<file path="src/rtl/sp_pack_pkg.sv">
package sp_pack_pkg;

   typedef enum logic [1:0] {
      CLS_ZERO = 2'd0,
      CLS_NUM  = 2'd1,
      CLS_INF  = 2'd2,
      CLS_NAN  = 2'd3
   } val_class_e;

   typedef enum logic [1:0] {
      RND_NEAR = 2'd0,
      RND_ZERO = 2'd1,
      RND_UP   = 2'd2,
      RND_DOWN = 2'd3
   } rnd_mode_e;

   typedef struct packed {
      logic ovf;
      logic ufl;
      logic inx;
   } pack_flags_t;

endpackage

</file>
<file path="src/rtl/sp_align.sv">
// Right shift of the mantissa for the subnormal path; lost bits fold into sticky.
module sp_align #(
   parameter int MAN_W = 26,
   parameter int SH_W  = 5
) (
   input  logic [MAN_W-1:0] mant_i,
   input  logic             sticky_i,
   input  logic [SH_W-1:0]  shamt_i,
   output logic [MAN_W-1:0] mant_o,
   output logic             sticky_o
);

   generate
      if ((1 << SH_W) <= MAN_W) begin : g_chk_sh
         $error("sp_align: SH_W too narrow to flush the mantissa");
      end
   endgenerate

   logic [MAN_W-1:0] lost_mask;

   always_comb begin
      lost_mask = ~({MAN_W{1'b1}} << shamt_i);
      mant_o    = mant_i >> shamt_i;
      sticky_o  = sticky_i | (|(mant_i & lost_mask));
   end

endmodule

</file>
<file path="src/rtl/sp_round.sv">
// Directed rounding of a kept significand using guard, round and sticky.
module sp_round
   import sp_pack_pkg::*;
#(
   parameter int FRAC_W   = 23,
   parameter bit TIE_EVEN = 1'b1
) (
   input  logic [FRAC_W+2:0] mant_i,
   input  logic              sticky_i,
   input  logic              sign_i,
   input  rnd_mode_e         mode_i,
   output logic [FRAC_W+1:0] sum_o,
   output logic              inexact_o,
   output logic              bump_o
);

   localparam int KEEP_W = FRAC_W + 1;

   logic [KEEP_W-1:0] kept;
   logic              grd;
   logic              rnd;
   logic              near_bump;

   assign kept      = mant_i[FRAC_W+2:2];
   assign grd       = mant_i[1];
   assign rnd       = mant_i[0];
   assign inexact_o = grd | rnd | sticky_i;

   generate
      if (TIE_EVEN) begin : g_tie_even
         assign near_bump = grd & (rnd | sticky_i | kept[0]);
      end else begin : g_tie_away
         assign near_bump = grd;
      end
   endgenerate

   always_comb begin
      unique case (mode_i)
         RND_NEAR: bump_o = near_bump;
         RND_ZERO: bump_o = 1'b0;
         RND_UP:   bump_o = inexact_o & ~sign_i;
         RND_DOWN: bump_o = inexact_o & sign_i;
         default:  bump_o = 1'b0;
      endcase
      sum_o = {1'b0, kept} + {{KEEP_W{1'b0}}, bump_o};
   end

endmodule

</file>
<file path="src/rtl/sp_ovf_sel.sv">
// Decides whether an overflowing result saturates to infinity.
module sp_ovf_sel
   import sp_pack_pkg::*;
(
   input  logic      sign_i,
   input  rnd_mode_e mode_i,
   output logic      to_inf_o
);

   always_comb begin
      unique case (mode_i)
         RND_NEAR: to_inf_o = 1'b1;
         RND_ZERO: to_inf_o = 1'b0;
         RND_UP:   to_inf_o = ~sign_i;
         RND_DOWN: to_inf_o = sign_i;
         default:  to_inf_o = 1'b1;
      endcase
   end

endmodule

</file>
<file path="src/rtl/sp_result_pack.sv">
module sp_result_pack
   import sp_pack_pkg::*;
#(
   parameter int EXP_W    = 10,
   parameter int FRAC_W   = 23,
   parameter int EW       = 8,
   parameter bit OUT_REG  = 1'b1,
   parameter bit TIE_EVEN = 1'b1
) (
   input  logic                 clk,
   input  logic                 rst_n,
   input  logic                 in_valid,
   input  logic [1:0]           in_class,
   input  logic                 in_sign,
   input  logic [EXP_W-1:0]     in_exp,
   input  logic [FRAC_W+2:0]    in_mant,
   input  logic                 in_sticky,
   input  logic [1:0]           rnd_mode,
   input  logic                 ufl_trap_en,
   output logic                 out_valid,
   output logic [EW+FRAC_W:0]   out_word,
   output logic                 out_ovf,
   output logic                 out_ufl,
   output logic                 out_inx
);

   localparam int MAN_W  = FRAC_W + 3;
   localparam int WORD_W = 1 + EW + FRAC_W;
   localparam int BIAS   = (1 << (EW - 1)) - 1;
   localparam int EMAX   = (1 << EW) - 1;
   localparam int BE_W   = EXP_W + 2;
   localparam int SH_W   = $clog2(MAN_W + 1);

   localparam logic signed [BE_W-1:0] BIAS_S  = BE_W'(BIAS);
   localparam logic signed [BE_W-1:0] EMAX_S  = BE_W'(EMAX);
   localparam logic signed [BE_W-1:0] MANW_S  = BE_W'(MAN_W);
   localparam logic signed [BE_W-1:0] ONE_S   = BE_W'(1);

   generate
      if (EW < 3) begin : g_chk_ew
         $error("sp_result_pack: EW must be at least 3");
      end
      if (FRAC_W < 2) begin : g_chk_frac
         $error("sp_result_pack: FRAC_W must be at least 2");
      end
      if (EXP_W < EW + 1) begin : g_chk_exp
         $error("sp_result_pack: EXP_W must cover the packed exponent range");
      end
   endgenerate

   val_class_e cls;
   rnd_mode_e  mode;

   assign cls  = val_class_e'(in_class);
   assign mode = rnd_mode_e'(rnd_mode);

   // ---------------- exponent and alignment ----------------
   logic signed [BE_W-1:0] be;
   logic signed [BE_W-1:0] deficit;
   logic                   is_sub;
   logic [SH_W-1:0]        shamt;

   always_comb begin
      be      = {{2{in_exp[EXP_W-1]}}, in_exp} + BIAS_S;
      is_sub  = (be <= 0);
      deficit = ONE_S - be;
      if (!is_sub)
         shamt = '0;
      else if (deficit > MANW_S)
         shamt = SH_W'(MAN_W);
      else
         shamt = deficit[SH_W-1:0];
   end

   logic [MAN_W-1:0] al_mant;
   logic             al_sticky;

   sp_align #(
      .MAN_W (MAN_W),
      .SH_W  (SH_W)
   ) u_align (
      .mant_i   (in_mant),
      .sticky_i (in_sticky),
      .shamt_i  (shamt),
      .mant_o   (al_mant),
      .sticky_o (al_sticky)
   );

   // ---------------- rounding ----------------
   logic [FRAC_W+1:0] rsum;
   logic              rinexact;
   logic              rbump;

   sp_round #(
      .FRAC_W   (FRAC_W),
      .TIE_EVEN (TIE_EVEN)
   ) u_round (
      .mant_i    (al_mant),
      .sticky_i  (al_sticky),
      .sign_i    (in_sign),
      .mode_i    (mode),
      .sum_o     (rsum),
      .inexact_o (rinexact),
      .bump_o    (rbump)
   );

   logic to_inf;

   sp_ovf_sel u_ovf_sel (
      .sign_i   (in_sign),
      .mode_i   (mode),
      .to_inf_o (to_inf)
   );

   // ---------------- result selection ----------------
   logic signed [BE_W-1:0] be_post;
   logic                   ovf_case;
   logic [WORD_W-1:0]      res_word;
   pack_flags_t            res_flags;

   always_comb begin
      be_post   = be + {{(BE_W-1){1'b0}}, rsum[FRAC_W+1]};
      ovf_case  = !is_sub && (be_post >= EMAX_S);
      res_word  = {in_sign, {(WORD_W-1){1'b0}}};
      res_flags = '0;
      unique case (cls)
         CLS_ZERO: res_word = {in_sign, {(WORD_W-1){1'b0}}};
         CLS_INF:  res_word = {in_sign, {EW{1'b1}}, {FRAC_W{1'b0}}};
         CLS_NAN:  res_word = {in_sign, {EW{1'b1}}, 1'b1, in_mant[FRAC_W:2]};
         CLS_NUM: begin
            if (is_sub) begin
               res_flags.inx = rinexact;
               if (rsum[FRAC_W]) begin
                  res_word = {in_sign, EW'(1), {FRAC_W{1'b0}}};
               end else begin
                  res_word      = {in_sign, {EW{1'b0}}, rsum[FRAC_W-1:0]};
                  res_flags.ufl = rinexact | ufl_trap_en;
               end
            end else if (ovf_case) begin
               res_flags.inx = 1'b1;
               if (to_inf) begin
                  res_word      = {in_sign, {EW{1'b1}}, {FRAC_W{1'b0}}};
                  res_flags.ovf = 1'b1;
               end else begin
                  res_word = {in_sign, {(EW-1){1'b1}}, 1'b0, {FRAC_W{1'b1}}};
               end
            end else begin
               res_word      = {in_sign, be_post[EW-1:0], rsum[FRAC_W-1:0]};
               res_flags.inx = rinexact;
            end
         end
         default: res_word = {in_sign, {(WORD_W-1){1'b0}}};
      endcase
   end

   // ---------------- output stage ----------------
   generate
      if (OUT_REG) begin : g_out_reg
         always_ff @(posedge clk) begin
            if (!rst_n) begin
               out_valid <= 1'b0;
               out_word  <= '0;
               out_ovf   <= 1'b0;
               out_ufl   <= 1'b0;
               out_inx   <= 1'b0;
            end else begin
               out_valid <= in_valid;
               out_word  <= in_valid ? res_word : '0;
               out_ovf   <= in_valid & res_flags.ovf;
               out_ufl   <= in_valid & res_flags.ufl;
               out_inx   <= in_valid & res_flags.inx;
            end
         end

         AST_VALID_LATENCY: assert property (@(posedge clk) disable iff (!rst_n)
            in_valid |=> out_valid);
      end else begin : g_out_comb
         assign out_valid = in_valid;
         assign out_word  = in_valid ? res_word : '0;
         assign out_ovf   = in_valid & res_flags.ovf;
         assign out_ufl   = in_valid & res_flags.ufl;
         assign out_inx   = in_valid & res_flags.inx;
      end
   endgenerate

   // ---------------- assertions ----------------
   AST_ZERO_BARE: assert property (@(posedge clk) disable iff (!rst_n)
      (in_valid && cls == CLS_ZERO) |-> (res_word[WORD_W-2:0] == '0 && res_flags == '0));
   AST_NAN_QUIET: assert property (@(posedge clk) disable iff (!rst_n)
      (in_valid && cls == CLS_NAN) |-> (&res_word[WORD_W-2 -: EW] && res_word[FRAC_W-1]));
   AST_BUMP_INEXACT: assert property (@(posedge clk) disable iff (!rst_n)
      (in_valid && rbump) |-> rinexact);
   AST_UFL_TINY: assert property (@(posedge clk) disable iff (!rst_n)
      (in_valid && res_flags.ufl) |-> (res_word[WORD_W-2 -: EW] == '0));
   AST_OVF_INF: assert property (@(posedge clk) disable iff (!rst_n)
      (in_valid && res_flags.ovf) |-> (&res_word[WORD_W-2 -: EW] && res_word[FRAC_W-1:0] == '0 && res_flags.inx));
   AST_RZ_NO_OVF: assert property (@(posedge clk) disable iff (!rst_n)
      (in_valid && mode == RND_ZERO) |-> !res_flags.ovf);

endmodule

</file>
<file path="config.mk">
export PLATFORM = sky130hd
export DESIGN_NAME = sp_result_pack
export DESIGN_NICKNAME = d
export VERILOG_FILES = /design/src/rtl/sp_pack_pkg.sv /design/src/rtl/sp_align.sv /design/src/rtl/sp_round.sv /design/src/rtl/sp_ovf_sel.sv /design/src/rtl/sp_result_pack.sv
export SDC_FILE = /design/constraint.sdc
export NUM_CORES = 1
export LEC_CHECK = 0
export ABC_CLOCK_PERIOD_IN_PS = 10800
export BUFFER_PORTS_ARGS = -buffer_cell sky130_fd_sc_hd__clkbuf_2
export CORE_MARGIN = 10
export CORE_UTILIZATION = 59
export DETAILED_ROUTE_END_ITERATION = 10
export PLACE_DENSITY = 0.83
export REMOVE_ABC_BUFFERS = 1
export SYNTH_ARGS = -nofsm -noshare
export SYNTH_HDL_FRONTEND = slang
export SYNTH_SLANG_ARGS = --single-unit
</file>
<file path="constraint.sdc">
create_clock -name clk -period 10.8 [get_ports clk]
set_clock_uncertainty 0.2 [all_clocks]
set_input_delay 0.54 -clock clk [delete_from_list [all_inputs] [get_ports clk]]
set_output_delay 0.54 -clock clk [all_outputs]
set_load 0.02 [all_outputs]
</file>
==> flow_summary.toml, run 1 <==
[run_status]
status = "finished, final reports clean"

[route]
drt-total-wl_mm = 21.71
dr_total_vias = 6706
first_pass_iters = 6
ant_nets = 0
drc_errors = 0
wl_per_cell_um = 24.56
first_iter_violations = 1168
routed_via_density = 7.586

[worst_hold_path]
whs_endpoint = "out_word[31]"
hp-start = "in_valid"
hold_path_class = "input pin to register"
holdPathStages = 2

[global_routing]
busiest_layer = "met2"
grt_max_degree = 23
grtUsageMet3_pct = 6.922
grt.total_usage_pct = 31.68
gr-total-overflow = 0
grt_pass1_vias = 6172
grt_pass1_wl_mm = 33.44
use_met1_pct = 41.29
grt_use_met2_pct = 48.51
antenna_found_initial = 0

[cts]
numCtsBuffers = 5
postCtsHoldBufs = 0
root_buffer = "clkbuf_8"
tritoncts = "done"
clkTransAtPathRegs_ns = 0.07
htreeDepth = 2
cts_sinks = 36
clock_path_buffers = 2

[worst_setup_path]
start_kind = "input pin"
arrival_ns = 10.13
cp_common_cell = "ha_1"
slowest_stage = "or4b_1"
cp_data_required_time_ns = 10.79
endpoint_kind = "register"
max_stage_delay_ns = 0.59
cp_max_fo = 18
timing_worst_setup_path_type = "input pin to register"

[synthesis]
yosysSeqAreaShare_pct = 14.35
ys_types = 92
yosys-top-cells-area = "dfxtp_1, o21ai_0, nand2_1, mux2i_1, nor2_1"
yosysMostFrequentCell = "nand2_1"
ys_top_cells_by_count = "nand2_1, nor2_1, o21ai_0"
synth-edff-count = 0
yosys.area.top_type_share_pct = 14.35
synth_area_mm2 = 0.005024
ys_ff_latch = 36
synth_top_cell_by_area = "dfxtp_1"
synth.avg_cell_area_um2 = 7.126
ys_warn_count = 0
synthArstFlopShare_pct = 0
postSynthCellCount = 705
ys.flop_type = "dfxtp_1"

[floorplanning]
die_h_um = 112.3
rows = 33
start_util_pct = 60.83
core_area_mm2 = 0.008258
fp.dieArea_mm2 = 0.01261
die_w_um = 112.3
io_pins = 82

[layout]
drive_above_1_share_pct = 20.67
layout.cells.non_filler = 884
antenna_cells = 0
syn_to_final_growth_pct = 13.72
nets = 833

[sta]
layout_min_cycle_time_ns = 10.14
worst_pin_slew_ns = 1.194
setup_viol = 0
hold_viol = 0
fin_setup_tns_ns = 0
fmax_mhz = 98.62
drv_slew = 0
rsz0062_at_grt = "false"
relSlewSlack_pct = 20.12
period_share_pct = 93.89

[place]
place_hpwl_mm = 16.70
place_congestion = 1.100
portBuffers = 81
dp_cells = 873

[run]
maxCapViolations = 0

[power]
p_leak_nw = 2.272
p_per_area_mw_per_mm2 = 103.3
ir_worst_vdd_mv = 0.05107
-- cells by family (layout without fill, tap and decap cells) --
group / Yosys count / count (layout) / synth area share [%]
AND/OR/NAND/NOR: 285 / 285 / 29.84
AO/OA/AOI/OAI: 256 / 257 / 37.38
buffers and inverters: 64 / 137 / 5.828
flip-flops: 36 / 36 / 14.35
XOR/XNOR: 30 / 30 / 5.230
multiplexers: 25 / 25 / 5.131
adder cells (fa/ha/maj): 9 / 9 / 2.242
-- what timing repair did --
item	4_1_cts	5_1_grt
setup endpoints to repair	0	23
resized for setup	0	7
buffers inserted	0	2
-- worst max path at each step --
stage | cells after the start | slack [ns] | to | from
after floorplan | 41 | 0.78 | out_word[11] | in_exp[0]
after global placement | 43 | 0.42 | out_word[11] | in_exp[0]
after detailed placement | 43 | 0.004 | out_word[5] | in_exp[0]
after CTS | 43 | 0.30 | out_word[11] | in_exp[0]
after global routing | 43 | 0.10 | out_word[7] | in_exp[0]
final | 43 | 0.66 | out_word[11] | in_exp[0]
-- state kept, by name, indices dropped and copies added (netlist names) --
name,cells
out_word,32
out_ovf,1
out_valid,1
out_ufl,1
out_inx,1
-- stage by stage --
step                 power, W  utilization (%)  setup slack, ns  instance area, um2  hold slack [ns]
floorplan           0.0003564                -           0.7812                4791           0.4607
global placement    0.0004661            67.29           0.4235                5557           0.5875
detailed placement  0.0004716            67.29         0.004442                5557           0.5956
CTS                 0.0005654            68.35           0.3049                5644           0.2994
global route        0.0006107            69.18           0.1014                5713           0.3289
finish              0.0005904            69.18           0.6598                5713           0.2950
-- worst max-delay path: cells and delay by family --
| family | cells | cell delay [ns] |
|---|---|---|
| compound gates | 17 | 3.91 |
| xor+xnor | 2 | 0.36 |
| fa+ha+maj | 6 | 1.33 |
| buf+inv | 5 | 0.84 |
| mux | 1 | 0.23 |
| simple gates | 12 | 2.85 |
-- per-layer routing --
layer  part of all wire, %  routed length [um]  vias to the layer above
met4                   4.8                1047                        0
met5                     0                   0                        -
met1                    37                7965                     3094
met2                    43                9342                      616
li1                      -                   -                     2884
met3                    15                3357                      112
-- area by class of cell --
class | count | area, um2
Clock buffer | 5 | 68.82
Clock inverter | 3 | 18.77
Fill cell | 705 | 2545
Inverter | 16 | 60.06
Multi-Input combinational cell | 606 | 4068
Sequential cell | 36 | 720.7
Tap cell | 105 | 131.4
Timing Repair Buffer | 113 | 645.6
-- power by group --
group          internal, W  switching, W
Sequential        0.000139    0.00000166
Combinational     0.000121      0.000232
Clock            0.0000450     0.0000531
-- placed cells by master, fill, tap and decap left out, types with 5 or more instances in the layout --
| master | Yosys | routed |
|---|---|---|
| and3_1 | 12 | 12 |
| o32ai_1 | 8 | 8 |
| or3_1 | 8 | 8 |
| a21o_1 | 5 | 5 |
| a31oi_1 | 20 | 19 |
| dfxtp_1 | 36 | 36 |
| nand3_1 | 34 | 34 |
| xnor2_1 | 20 | 20 |
| a22o_1 | 24 | 24 |
| xor2_1 | 10 | 9 |
| ha_1 | 9 | 8 |
| buf_4 | 2 | 32 |
| o21bai_1 | 5 | 5 |
| nor3_1 | 35 | 35 |
| nor4_1 | 12 | 11 |
| nor2_1 | 58 | 58 |
| and4_1 | 5 | 5 |
| o21ai_0 | 48 | 48 |
| a21oi_1 | 39 | 38 |
| mux2i_1 | 22 | 22 |
| clkbuf_2 | 0 | 81 |
| inv_1 | 16 | 16 |
| o22ai_1 | 5 | 5 |
| clkbuf_8 | 0 | 5 |
| nand2_1 | 64 | 64 |
| o221ai_1 | 8 | 8 |
| o31a_1 | 5 | 5 |
| nand4_1 | 9 | 9 |
| a22oi_1 | 9 | 9 |
| a311oi_1 | 5 | 5 |
| a211oi_1 | 17 | 17 |
| nand2b_1 | 6 | 6 |
Note: power is estimated with default switching activity, not from simulation.
==> run 2, diff against run 1 <==
--- a/config.mk
+++ b/config.mk
@@ -6,7 +6,7 @@
 export NUM_CORES = 1
 export LEC_CHECK = 0
 export ABC_CLOCK_PERIOD_IN_PS = 10800
-export BUFFER_PORTS_ARGS = -buffer_cell sky130_fd_sc_hd__clkbuf_2
+export BUFFER_PORTS_ARGS = -buffer_cell sky130_fd_sc_hd__buf_2
 export CORE_MARGIN = 10
 export CORE_UTILIZATION = 59
 export DETAILED_ROUTE_END_ITERATION = 10
==> run 2 against run 1 <==
Clock power down 0.5%. Sequential power is essentially flat. Worst hold slack better by 0.0094 ns. Combinational power shrank 3%. Flip-flop and latch count stayed put. Final cell count decreased by 1.2%. Non-clock buffer count shrank 11. Wire length down 4.8%. Maximum frequency fell by 3.2%. Critical endpoint is now out_word[4]. Total power fell by 1.6%.
==> flow_summary.toml, run 2 (synthesized netlist as in run 1, its figures left out) <==
[layout]
drive_above_1_share_pct = 19.53
layout.cells.non_filler = 873
largest_reg_flops = 32
nets = 822
fin_util_pct = 68.36
layout_commonest_cell = "buf_2"
regMostFlops = "out_word"
final_cell_mix = "buf_2, nand2_1, nor2_1, o21ai_0, a21oi_1"
antenna_cells = 0
syn_to_final_growth_pct = 12.38

[sta]
hold_viol = 0
drv_slew = 0
layout_min_cycle_time_ns = 10.48
relSlewSlack_pct = 19.81
hold_ws_ns = 0.3044
fmax_mhz = 95.43
setup_viol = 0
worst_pin_slew_ns = 1.198
period_share_pct = 97.03

[worst_setup_path]
endpoint_kind = "register"
max_stage_delay_ns = 0.63
cp_max_fo = 18
crit_family = "simple AND/OR/NAND/NOR gates"
slowest_stage = "or4b_1"
arrival_ns = 10.47
path_buf_inv = 2
critical_path_depth = 40
cp_data_required_time_ns = 10.79
start_kind = "input pin"
timing_worst_setup_path_type = "input pin to register"

[global_routing]
gr-total-overflow = 0
antenna_found_initial = 0
grt_max_degree = 32
grt_pass1_vias = 5970
grt_pass1_wl_mm = 31.26
grt.total_usage_pct = 29.45

[place]
place_hpwl_mm = 15.81
portBuffers = 81
dp_cells = 864
place_congestion = 1.071

[cts]
htreeDepth = 2
numCtsBuffers = 5
root_buffer = "clkbuf_8"
clkTransAtPathRegs_ns = 0.08
cts_sinks = 36
tritoncts = "done"
clock_path_buffers = 2

[power]
p_leak_nw = 2.243
p_per_area_mw_per_mm2 = 102.9
ir_worst_vdd_mv = 0.04546

[route]
ant_nets = 0
first_iter_violations = 894
routed_via_density = 7.471
drt-total-wl_mm = 20.66
wl_per_cell_um = 23.67
drc_errors = 0
dr_total_vias = 6522
first_pass_iters = 9

[floorplanning]
core_area_mm2 = 0.008258
fp.dieArea_mm2 = 0.01261
rows = 33
die_w_um = 112.3
die_h_um = 112.3
io_pins = 82
start_util_pct = 60.83

[run]
maxCapViolations = 0

[worst_hold_path]
hold_path_class = "input pin to register"
holdPathStages = 2

[run_status]
status = "finished, final reports clean"
## run 2: per-stage QoR
step	total power (W)	area, um2	setup WS [ns]	TNS [ns]
after floorplan	0.0003564	4791	0.7812	0
after CTS	0.0005576	5577	0.1578	0
after global placement	0.0004579	5489	0.4617	0
after detailed placement	0.0004622	5489	-0.1119	-1.665
after global routing	0.0006011	5645	-0.03410	-0.2878
final	0.0005810	5645	0.3210	0
## run 2: per-layer routing
layer,track usage (%),routed length [um],vias to the layer above
met5,0,0,-
met4,14.04,1116,0
met3,7.774,3148,136
met2,46.20,8837,560
met1,36.66,7559,2969
li1,-,-,2857
## run 2: power by group
group | internal, W | switching [W]
Sequential | 0.000139 | 0.00000145
Clock | 0.0000450 | 0.0000527
Combinational | 0.000116 | 0.000228
## run 2: layout make-up
cell class / instances / area [um2]
clock buffers: 5 / 68.82
clock inverters: 3 / 18.77
fillers: 704 / 2613
inverters: 16 / 60.06
multi-input cells: 606 / 4083
flip-flops and latches: 36 / 720.7
well taps: 105 / 131.4
repair buffers: 102 / 563.0
## run 2: path summary, 6_finish.rpt
check | endpoint | slack (ns) | start
worst min-delay path | out_word[31] | 0.30 | in_sign
worst max-delay path | out_word[4] | 0.32 | in_exp[0]
## run 2: repair_timing
action	in CTS	in global routing
resized for setup	0	8
buffers inserted	0	0
hold buffers	0	0
setup endpoints to repair	0	23
==> run 3, diff against run 2 <==
--- a/config.mk
+++ b/config.mk
@@ -11,6 +11,7 @@
 export CORE_UTILIZATION = 59
 export DETAILED_ROUTE_END_ITERATION = 10
 export PLACE_DENSITY = 0.83
+export RECOVER_POWER = 25
 export REMOVE_ABC_BUFFERS = 1
 export SYNTH_ARGS = -nofsm -noshare
 export SYNTH_HDL_FRONTEND = slang
==> run 3 against run 2 <==
Flip-flop and latch count unchanged. Design area decreased by 0.40%. Global-route usage is the same. Total power fell by 0.13%. Via count up 0.37%. Combinational power about the same. Wire length about the same. Sequential power is essentially flat. Final cell count unchanged. Die area unchanged. Sequential share of layout area increased by 0.051 points. Setup slack improved by 0.011 ns. Largest power group unchanged. Highest routed layer unchanged.
==> flow_summary.toml, run 3 (synthesized netlist as in run 1, its figures left out) <==
[place]
placed_cell_area_mm2 = 0.005489
place_hpwl_mm = 15.81
dp_cells = 864
portBuffers = 81
place_congestion = 1.071
place_ws_ns = -0.1119

[route]
first_pass_iters = 7
ant_nets = 0
routed_via_density = 7.498
dr_total_vias = 6546
wl_per_cell_um = 23.68
first_iter_violations = 887
drt-total-wl_mm = 20.67
drc_errors = 0

[floorplanning]
start_util_pct = 60.83
die_h_um = 112.3
io_pins = 82
rows = 33
die_w_um = 112.3
fp.dieArea_mm2 = 0.01261
core_area_mm2 = 0.008258

[global_routing]
grt.total_usage_pct = 29.45
gr-total-overflow = 0
grt_max_degree = 32
antenna_found_initial = 0
grt_pass1_wl_mm = 31.26
grt_pass1_vias = 5970

[layout]
nets = 822
antenna_cells = 0
largest_reg_flops = 32
final_cell_area_mm2 = 0.005623
drive_above_1_share_pct = 17.19
final_cell_mix = "nand2_1, buf_2, nor2_1, o21ai_0, a21oi_1"
layout.cells.non_filler = 873
syn_to_final_growth_pct = 11.93
fin_util_pct = 68.09
layout_commonest_cell = "nand2_1"
regMostFlops = "out_word"

[power]
ir_worst_vdd_mv = 0.04543
p_leak_nw = 2.171
p_per_area_mw_per_mm2 = 103.2

[cts]
cts_sinks = 36
root_buffer = "clkbuf_8"
tritoncts = "done"
htreeDepth = 2
numCtsBuffers = 5
clkTransAtPathRegs_ns = 0.08
clock_path_buffers = 2
postCtsSetupBuffers = 0

[sta]
period_share_pct = 96.93
worst_slack_ns = 0.3315
fmax_mhz = 95.52
hold_viol = 0
layout_min_cycle_time_ns = 10.47
worst_pin_slew_ns = 1.187
setup_viol = 0
relSlewSlack_pct = 20.60
fin_setup_tns_ns = 0
drv_slew = 0

[worst_setup_path]
slowest_stage = "or4b_1"
cp_data_required_time_ns = 10.79
start_kind = "input pin"
cp_max_fo = 18
max_stage_delay_ns = 0.63
timing_worst_setup_path_type = "input pin to register"
endpoint_kind = "register"
arrival_ns = 10.46

[worst_hold_path]
hp-start = "in_sign"
whs_endpoint = "out_word[31]"
holdPathStages = 2
hold_path_class = "input pin to register"

[run]
maxCapViolations = 0

[run_status]
status = "finished, final reports clean"
run 3: stage by stage:
stage	hold slack [ns]	power [W]
floorplan	0.4607	0.0003564
global placement	0.5889	0.0004579
detailed placement	0.6086	0.0004622
CTS	0.3139	0.0005576
global route	0.3320	0.0006003
finish	0.3045	0.0005803
run 3: worst max-delay path: cells and delay by family:
family,cells,cell delay (ns)
and+or+nand+nor,15,4.11
buffers and inverters,2,0.43
xor gates and xnor gates,1,0.10
adders and majority gates,5,1.20
AOI/OAI and AO/OA,17,4.05
run 3: how the worst max path moves through the flow:
stage / from / cells after the start / endpoint
finish: in_exp[0] / 40 / out_word[4]
global route: in_exp[0] / 40 / out_word[4]
CTS: in_exp[0] / 43 / out_word[4]
detailed placement: in_exp[0] / 43 / out_word[4]
global placement: in_exp[0] / 43 / out_word[11]
floorplan: in_exp[0] / 41 / out_word[11]
run 3: metal layers:
layer,wire (um),track usage [%]
met5,0,0
met4,1045,14.04
met3,3194,7.774
met2,8872,46.20
met1,7558,36.66
run 3: layout make-up:
class | instances | area [um2]
well taps | 105 | 131.4
fillers | 708 | 2635
clock inverters | 3 | 18.77
inverters | 16 | 60.06
repair buffers | 102 | 540.5
clock buffers | 5 | 68.82
flip-flops and latches | 36 | 720.7
multi-input cells | 606 | 4083
run 3: where the power goes:
part,internal (W),switching [W]
clock,0.0000450,0.0000526
sequential,0.000139,0.00000153
combinational,0.000115,0.000228
run 3: timing repair:
item / 4_1_cts / 5_1_grt
endpoints found under the setup margin: 0 / 23
hold buffers: 0 / 0
resized for setup: 0 / 8
